File: src/rtl/lcd_tg_pkg.sv
package lcd_tg_pkg;
  localparam int HW   = 13;  // horizontal counter / length width
  localparam int VW   = 12;  // vertical counter / length width
  localparam int DIVW = 8;   // pixel clock divisor width

  typedef enum logic [1:0] {
    ADDR_HTIM = 2'd0,
    ADDR_VTIM = 2'd1,
    ADDR_XTIM = 2'd2,
    ADDR_CTRL = 2'd3
  } tg_addr_e;

  localparam int CB_EN    = 0;
  localparam int CB_DIVLO = 8;
  localparam int CB_INVH  = 16;
  localparam int CB_INVV  = 17;
  localparam int CB_INVP  = 18;

  typedef struct packed {
    logic [HW-1:0] h_act;
    logic [HW-1:0] h_fp;
    logic [HW-1:0] h_sw;
    logic [HW-1:0] h_bp;
    logic [VW-1:0] v_act;
    logic [VW-1:0] v_fp;
    logic [VW-1:0] v_sw;
    logic [VW-1:0] v_bp;
  } tg_timing_t;
endpackage

File: src/rtl/lcd_tg_regs.sv
module lcd_tg_regs import lcd_tg_pkg::*; (
  input  logic            clk,
  input  logic            rst_n,
  input  logic            wr,
  input  logic [1:0]      addr,
  input  logic [31:0]     wdata,
  input  logic            frame_end,
  output tg_timing_t      tim,
  output logic            raster_en,
  output logic            inv_h,
  output logic            inv_v,
  output logic            inv_p,
  output logic [DIVW-1:0] div
);
  logic [31:0] htim_q, vtim_q, xtim_q, ctrl_q;
  logic [31:0] htim_d, vtim_d, xtim_d, ctrl_d;
  logic [31:0] sh0_q, sh1_q, sh2_q;
  logic [31:0] sh0_d, sh1_d, sh2_d;
  logic        load;
  logic        unused_bits;

  assign load = !ctrl_q[CB_EN] || frame_end;

  always_comb begin
    htim_d = htim_q;
    vtim_d = vtim_q;
    xtim_d = xtim_q;
    ctrl_d = ctrl_q;
    if (wr) begin
      unique case (tg_addr_e'(addr))
        ADDR_HTIM: htim_d = wdata;
        ADDR_VTIM: vtim_d = wdata;
        ADDR_XTIM: xtim_d = wdata;
        ADDR_CTRL: ctrl_d = wdata;
        default:   ctrl_d = ctrl_q;
      endcase
    end
    sh0_d = load ? htim_q : sh0_q;
    sh1_d = load ? vtim_q : sh1_q;
    sh2_d = load ? xtim_q : sh2_q;
  end

  always_ff @(posedge clk or negedge rst_n) begin
    if (!rst_n) begin
      htim_q <= '0;
      vtim_q <= '0;
      xtim_q <= '0;
      ctrl_q <= '0;
    end else if (wr) begin
      htim_q <= htim_d;
      vtim_q <= vtim_d;
      xtim_q <= xtim_d;
      ctrl_q <= ctrl_d;
    end
  end

  always_ff @(posedge clk or negedge rst_n) begin
    if (!rst_n) begin
      sh0_q <= '0;
      sh1_q <= '0;
      sh2_q <= '0;
    end else if (load) begin
      sh0_q <= sh0_d;
      sh1_q <= sh1_d;
      sh2_q <= sh2_d;
    end
  end

  // Field decode with the per-field bias applied.
  always_comb begin
    tim.h_act = (HW'({sh0_q[3], sh0_q[9:4]}) + HW'(1)) << 4;
    tim.h_fp  = HW'({sh2_q[1:0], sh0_q[23:16]}) + HW'(1);
    tim.h_bp  = HW'({sh2_q[5:4], sh0_q[31:24]}) + HW'(1);
    tim.h_sw  = HW'({sh2_q[30:27], sh0_q[15:10]}) + HW'(1);
    tim.v_act = VW'({sh2_q[26], sh1_q[9:0]}) + VW'(1);
    tim.v_fp  = VW'(sh1_q[23:16]);
    tim.v_sw  = VW'(sh1_q[15:10]) + VW'(1);
    tim.v_bp  = VW'(sh1_q[31:24]);
  end

  assign raster_en = ctrl_q[CB_EN];
  assign inv_h     = ctrl_q[CB_INVH];
  assign inv_v     = ctrl_q[CB_INVV];
  assign inv_p     = ctrl_q[CB_INVP];
  assign div       = ctrl_q[CB_DIVLO +: DIVW];

  assign unused_bits = ^{sh0_q[2:0], sh2_q[3:2], sh2_q[25:6], sh2_q[31],
                         ctrl_q[7:1], ctrl_q[31:19]};
endmodule

File: src/rtl/lcd_tg_clkdiv.sv
module lcd_tg_clkdiv #(
  parameter int DW = 8
) (
  input  logic          clk,
  input  logic          rst_n,
  input  logic          en,
  input  logic [DW-1:0] div,
  output logic          ce,
  output logic          pclk_raw
);
  logic [DW-1:0] cnt_q, cnt_d, div_eff;
  logic          wrap;

  always_comb begin
    div_eff  = (div < DW'(2)) ? DW'(2) : div;
    wrap     = (cnt_q >= div_eff - DW'(1));
    if (!en)      cnt_d = '0;
    else if (wrap) cnt_d = '0;
    else          cnt_d = cnt_q + DW'(1);
    ce       = en && wrap;
    pclk_raw = en && (cnt_q < (div_eff >> 1));
  end

  always_ff @(posedge clk or negedge rst_n) begin
    if (!rst_n) cnt_q <= '0;
    else        cnt_q <= cnt_d;
  end
endmodule

File: src/rtl/lcd_tg_axis.sv
module lcd_tg_axis #(
  parameter int CW = 13
) (
  input  logic          clk,
  input  logic          rst_n,
  input  logic          en,
  input  logic          step,
  input  logic [CW-1:0] act_len,
  input  logic [CW-1:0] fp_len,
  input  logic [CW-1:0] sw_len,
  input  logic [CW-1:0] bp_len,
  output logic          active,
  output logic          sync,
  output logic          last
);
  logic [CW-1:0] cnt_q, cnt_d;
  logic [CW-1:0] sync_beg, sync_end, total;
  logic          upd;

  always_comb begin
    sync_beg = act_len + fp_len;
    sync_end = sync_beg + sw_len;
    total    = sync_end + bp_len;
    last     = (cnt_q == total - CW'(1));
    upd      = !en || step;
    if (!en)       cnt_d = '0;
    else if (last) cnt_d = '0;
    else           cnt_d = cnt_q + CW'(1);
    active   = (cnt_q < act_len);
    sync     = (cnt_q >= sync_beg) && (cnt_q < sync_end);
  end

  always_ff @(posedge clk or negedge rst_n) begin
    if (!rst_n)   cnt_q <= '0;
    else if (upd) cnt_q <= cnt_d;
  end
endmodule

File: src/rtl/lcd_raster_tg.sv
module lcd_raster_tg import lcd_tg_pkg::*; (
  input  logic        clk,
  input  logic        rst_n,
  input  logic        reg_wr,
  input  logic [1:0]  reg_addr,
  input  logic [31:0] reg_wdata,
  output logic        pix_ce_o,
  output logic        pclk_o,
  output logic        hsync_o,
  output logic        vsync_o,
  output logic        de_o
);
  logic [1:0]      rs_q;
  logic            rst_sync_n;
  tg_timing_t      tim;
  logic            raster_en, inv_h, inv_v, inv_p;
  logic [DIVW-1:0] div;
  logic            pix_ce, pclk_raw;
  logic            h_act, h_sync, h_last;
  logic            v_act, v_sync, v_last;
  logic            frame_end;

  always_ff @(posedge clk or negedge rst_n) begin
    if (!rst_n) rs_q <= 2'b00;
    else        rs_q <= {rs_q[0], 1'b1};
  end
  assign rst_sync_n = rs_q[1];

  lcd_tg_regs u_regs (
    .clk(clk), .rst_n(rst_sync_n), .wr(reg_wr), .addr(reg_addr),
    .wdata(reg_wdata), .frame_end(frame_end), .tim(tim),
    .raster_en(raster_en), .inv_h(inv_h), .inv_v(inv_v), .inv_p(inv_p),
    .div(div)
  );

  lcd_tg_clkdiv #(.DW(DIVW)) u_div (
    .clk(clk), .rst_n(rst_sync_n), .en(raster_en), .div(div),
    .ce(pix_ce), .pclk_raw(pclk_raw)
  );

  lcd_tg_axis #(.CW(HW)) u_h (
    .clk(clk), .rst_n(rst_sync_n), .en(raster_en), .step(pix_ce),
    .act_len(tim.h_act), .fp_len(tim.h_fp), .sw_len(tim.h_sw),
    .bp_len(tim.h_bp), .active(h_act), .sync(h_sync), .last(h_last)
  );

  lcd_tg_axis #(.CW(VW)) u_v (
    .clk(clk), .rst_n(rst_sync_n), .en(raster_en), .step(pix_ce && h_last),
    .act_len(tim.v_act), .fp_len(tim.v_fp), .sw_len(tim.v_sw),
    .bp_len(tim.v_bp), .active(v_act), .sync(v_sync), .last(v_last)
  );

  assign frame_end = pix_ce && h_last && v_last;

  assign pix_ce_o = pix_ce;
  assign pclk_o   = pclk_raw ^ inv_p;
  assign hsync_o  = (raster_en && h_sync) ^ inv_h;
  assign vsync_o  = (raster_en && v_sync) ^ inv_v;
  assign de_o     = raster_en && h_act && v_act;
endmodule

File: config.mk
export PLATFORM = sky130hd
export DESIGN_NAME = lcd_raster_tg
export DESIGN_NICKNAME = d
export VERILOG_FILES = /design/src/rtl/lcd_tg_pkg.sv /design/src/rtl/lcd_tg_regs.sv /design/src/rtl/lcd_tg_clkdiv.sv /design/src/rtl/lcd_tg_axis.sv /design/src/rtl/lcd_raster_tg.sv
export SDC_FILE = /design/constraint.sdc
export NUM_CORES = 1
export LEC_CHECK = 0
export CAP_MARGIN = 20
export CORE_AREA = 2 2 150 152
export CTS_BUF_LIST = sky130_fd_sc_hd__clkbuf_8 sky130_fd_sc_hd__clkbuf_16
export DETAILED_ROUTE_END_ITERATION = 10
export DIE_AREA = 0 0 152 154
export GPL_TIMING_DRIVEN = 0
export PLACE_DENSITY = 0.74
export SKIP_LAST_GASP = 1
export SYNTH_ARGS = -nofsm -noshare
export SYNTH_HDL_FRONTEND = slang
export SYNTH_SLANG_ARGS = --single-unit
File: constraint.sdc
create_clock -name clk -period 7.4 [get_ports clk]
set_input_delay 1.85 -clock clk [delete_from_list [all_inputs] [get_ports clk]]
set_output_delay 1.85 -clock clk [all_outputs]
set_load 0.02 [all_outputs]
==> run metrics <==
leading area contributor after synthesis dfrtp_1; worst-path cell chain ha_4 > nand3_4 > xnor2_1 > ha_1 > o211ai_1 > o21ai_2 > xor2_1 > ha_1 > o21ai_1 > a21oi_2 > or2_4 > ha_1 > a21oi_1 > o21ai_0 > maj3_1 > maj3_1 > a21oi_2 > maj3_2 > o211ai_1 > xnor2_1 > buf_4; Clock Pin Slew Worst Setup and Hold Paths 0.09 ns; Clock Skews 0.0189 ns; maximum fanout along the worst path 6; # diodes 0; most frequent cells in the layout dfrtp_1 (183), ha_1 (138), inv_1 (99); first-pass GRT wire length 48300 microns; Net count, final 1444; Period minus WS final 7.12 ns; slew margin rel. 49.5%; fmax 140 MHz; Pins Over Slew Limit 0; Die W 152 microns; synth top area cells dfrtp_1 (36%), ha_1 (14%), mux2_4 (8.2%); DR DRC count 0; Warnings, synthesis 0; most common cell after layout, fill and taps aside dfrtp_1; Tot GR Track Use 26.2%; startpoint types flop; register area 0.00469 sq mm; layout cell share with drive strength beyond 1 19.8%; clk sinks 187; Fill cells 1652; synth unique cells 73; top cell type's share of synthesized area 36.4%; crit end category output pin; crit path max-delay cell type dfrtp_2; R2R depth 26; pin count of the biggest net entering global routing 71; # setup viols final 0; synthesis-to-finish area growth 13.0%; syn nets 1371; Clk Latency, worst-skew pair 0.45 ns; Initial Util 59.3%; placed wire-length estimate 22600 microns; Hold Path Class flop to flop; CP Data Arrival Time 5.27 ns; Routed Antenna Nets 0; Worst path depth 21; Syn Inst Count 1188; syn_area_per_cell 10.8 sq um; delay of the slowest critical-path stage 0.44 ns; Buf+Inv Stages, Crit Path 1; cts hold-fix bufs 0; placed instance area 0.0137 sq mm; Layout Cell Area excl Fill 0.0145 sq mm; WL/cell 19.0 microns; I/O Pins 42; fin crit share 96.2%; Routed Wire Length 29600 microns; IO buf count 41; antenna violations before repair 0; Placer Congestion 0.894; FFs w/ async S/R, synth 100%; Mapped Area 0.0129 sq mm; CP most frequent cell ha_1; Setup CP Type flop to output pin; #FFs+latches synth 187; maxcap violations 0; Post-synth EDFFs 0; FP Rows 54; core area 0.0217 sq mm; clock root cell clkbuf_16; CTS tree yes; clock buffer depth 2; crit-path leading delay family adder cells; worst hold stages 0; die height 154 microns; Initial DRC Count 544; sequential-to-total area share from yosys stat 36.4%; Congestion Overflow GR 0; Die Area 0.0234 sq mm; final core utilization 67.0%; vias in the first global route 9115; CTS H-tree depth 4; CP required 5.55 ns; top_reg_cell synth dfrtp_1; Num CTS Buffers 17; status complete, no violations; Vias 9138; unrepaired setup endpoints after global routing true; Hold Fails Final Rpt 0; drt pass-1 iters 5; multi-input logic area 0.00779 sq mm; post-DR vias/cell 5.88; Slew @ Worst Pin 0.757 ns
[metal layers]
| layer | GRT usage (%) | vias up | routed length, microns | share of wire (%) |
|---|---|---|---|---|
| met2 | 42.3 | 186 | 13700 | 46 |
| met3 | 3.44 | 28 | 1350 | 4.6 |
| met5 | 0 | - | 0 | 0 |
| met1 | 37.5 | 4517 | 14100 | 48 |
| li1 | - | 4407 | - | - |
| met4 | 6.45 | 0 | 432 | 1.5 |
[per-stage QoR]
step           cells  TNS, ns  setup WS, ns  hold slack [ns]
2_1_floorplan   1188        0          1.02            0.331
3_3_place_gp    1509   -56.29        -0.325            0.339
3_5_place_dp    1512   -0.153       -0.0805            0.360
4_1_cts         1547  -0.0252       -0.0252            0.380
5_1_grt         1554  -0.0979       -0.0596            0.395
6_report        1554        0         0.282            0.373
[worst paths after layout]
| path | from | end | slack [ns] |
|---|---|---|---|
| setup / recovery | u_regs.sh1_q[0] | vsync_o | 0.28 |
| hold / removal | rs_q[0] | rs_q[1] | 0.37 |
| setup reg to reg | u_regs.sh1_q[0] | u_regs.sh1_q[30] | 0.92 |
| hold reg to reg | rs_q[0] | rs_q[1] | 0.37 |
| max in group asynchronous | rst_n | rs_q[1] | 5.70 |
| min in group asynchronous | rs_q[1] | u_regs.sh1_q[14] | 0.42 |
[what timing repair did]
action / in CTS / in global routing
pin swaps: 5 / 10
gates resized for setup: 18 / 25
endpoints found under the hold margin: 0 / 0
setup buffers: 3 / 7
setup endpoints to repair: 2 / 2
[kinds of logic (layout without fill, tap and decap cells)]
kind of cell	after synthesis	in the layout	share of synthesized area (%)
other cells	1	1	0.0292
simple gates	230	230	9.52
buf+inv	124	210	4.07
fa+ha+maj	149	149	14.7
compound gates	235	235	11.9
mux	154	154	15.5
flops	187	187	36.4
xor+xnor	108	108	7.75
[final cells by class]
class / instances / area share [%]
multi-input combinational: 877 / 53.7
sequential: 187 / 32.3
timing repair buffer: 54 / 3.74
clock buffer: 17 / 2.93
inverter: 101 / 2.61
tap: 280 / 2.41
clock inverter: 15 / 1.37
buffer: 23 / 0.991
[state kept, by name, summed over array words and instances (netlist names)]
register and count:
u_regs.htim_q 29, u_regs.sh1_q 32, u_regs.ctrl_q 12, u_regs.sh2_q 9, u_v.cnt_q 12, u_div.cnt_q 8
u_regs.sh0_q 29, u_h.cnt_q 13, rs_q 2, u_regs.vtim_q 32, u_regs.xtim_q 9
[Yosys cell counts, types with 12 or more instances]
master	number
xnor2_1	66
a21o_1	25
a21oi_1	56
o21a_1	22
nand2b_1	21
dfrtp_1	187
a31oi_1	18
ha_1	141
xor2_1	37
nand2_1	36
mux2_4	70
nand3_1	41
mux2_2	84
nor2_1	44
inv_1	99
and3_1	12
o21ai_0	48
Power is not shown: default switching activity piles up to over one toggle a cycle in this logic, so the estimate is an artifact.
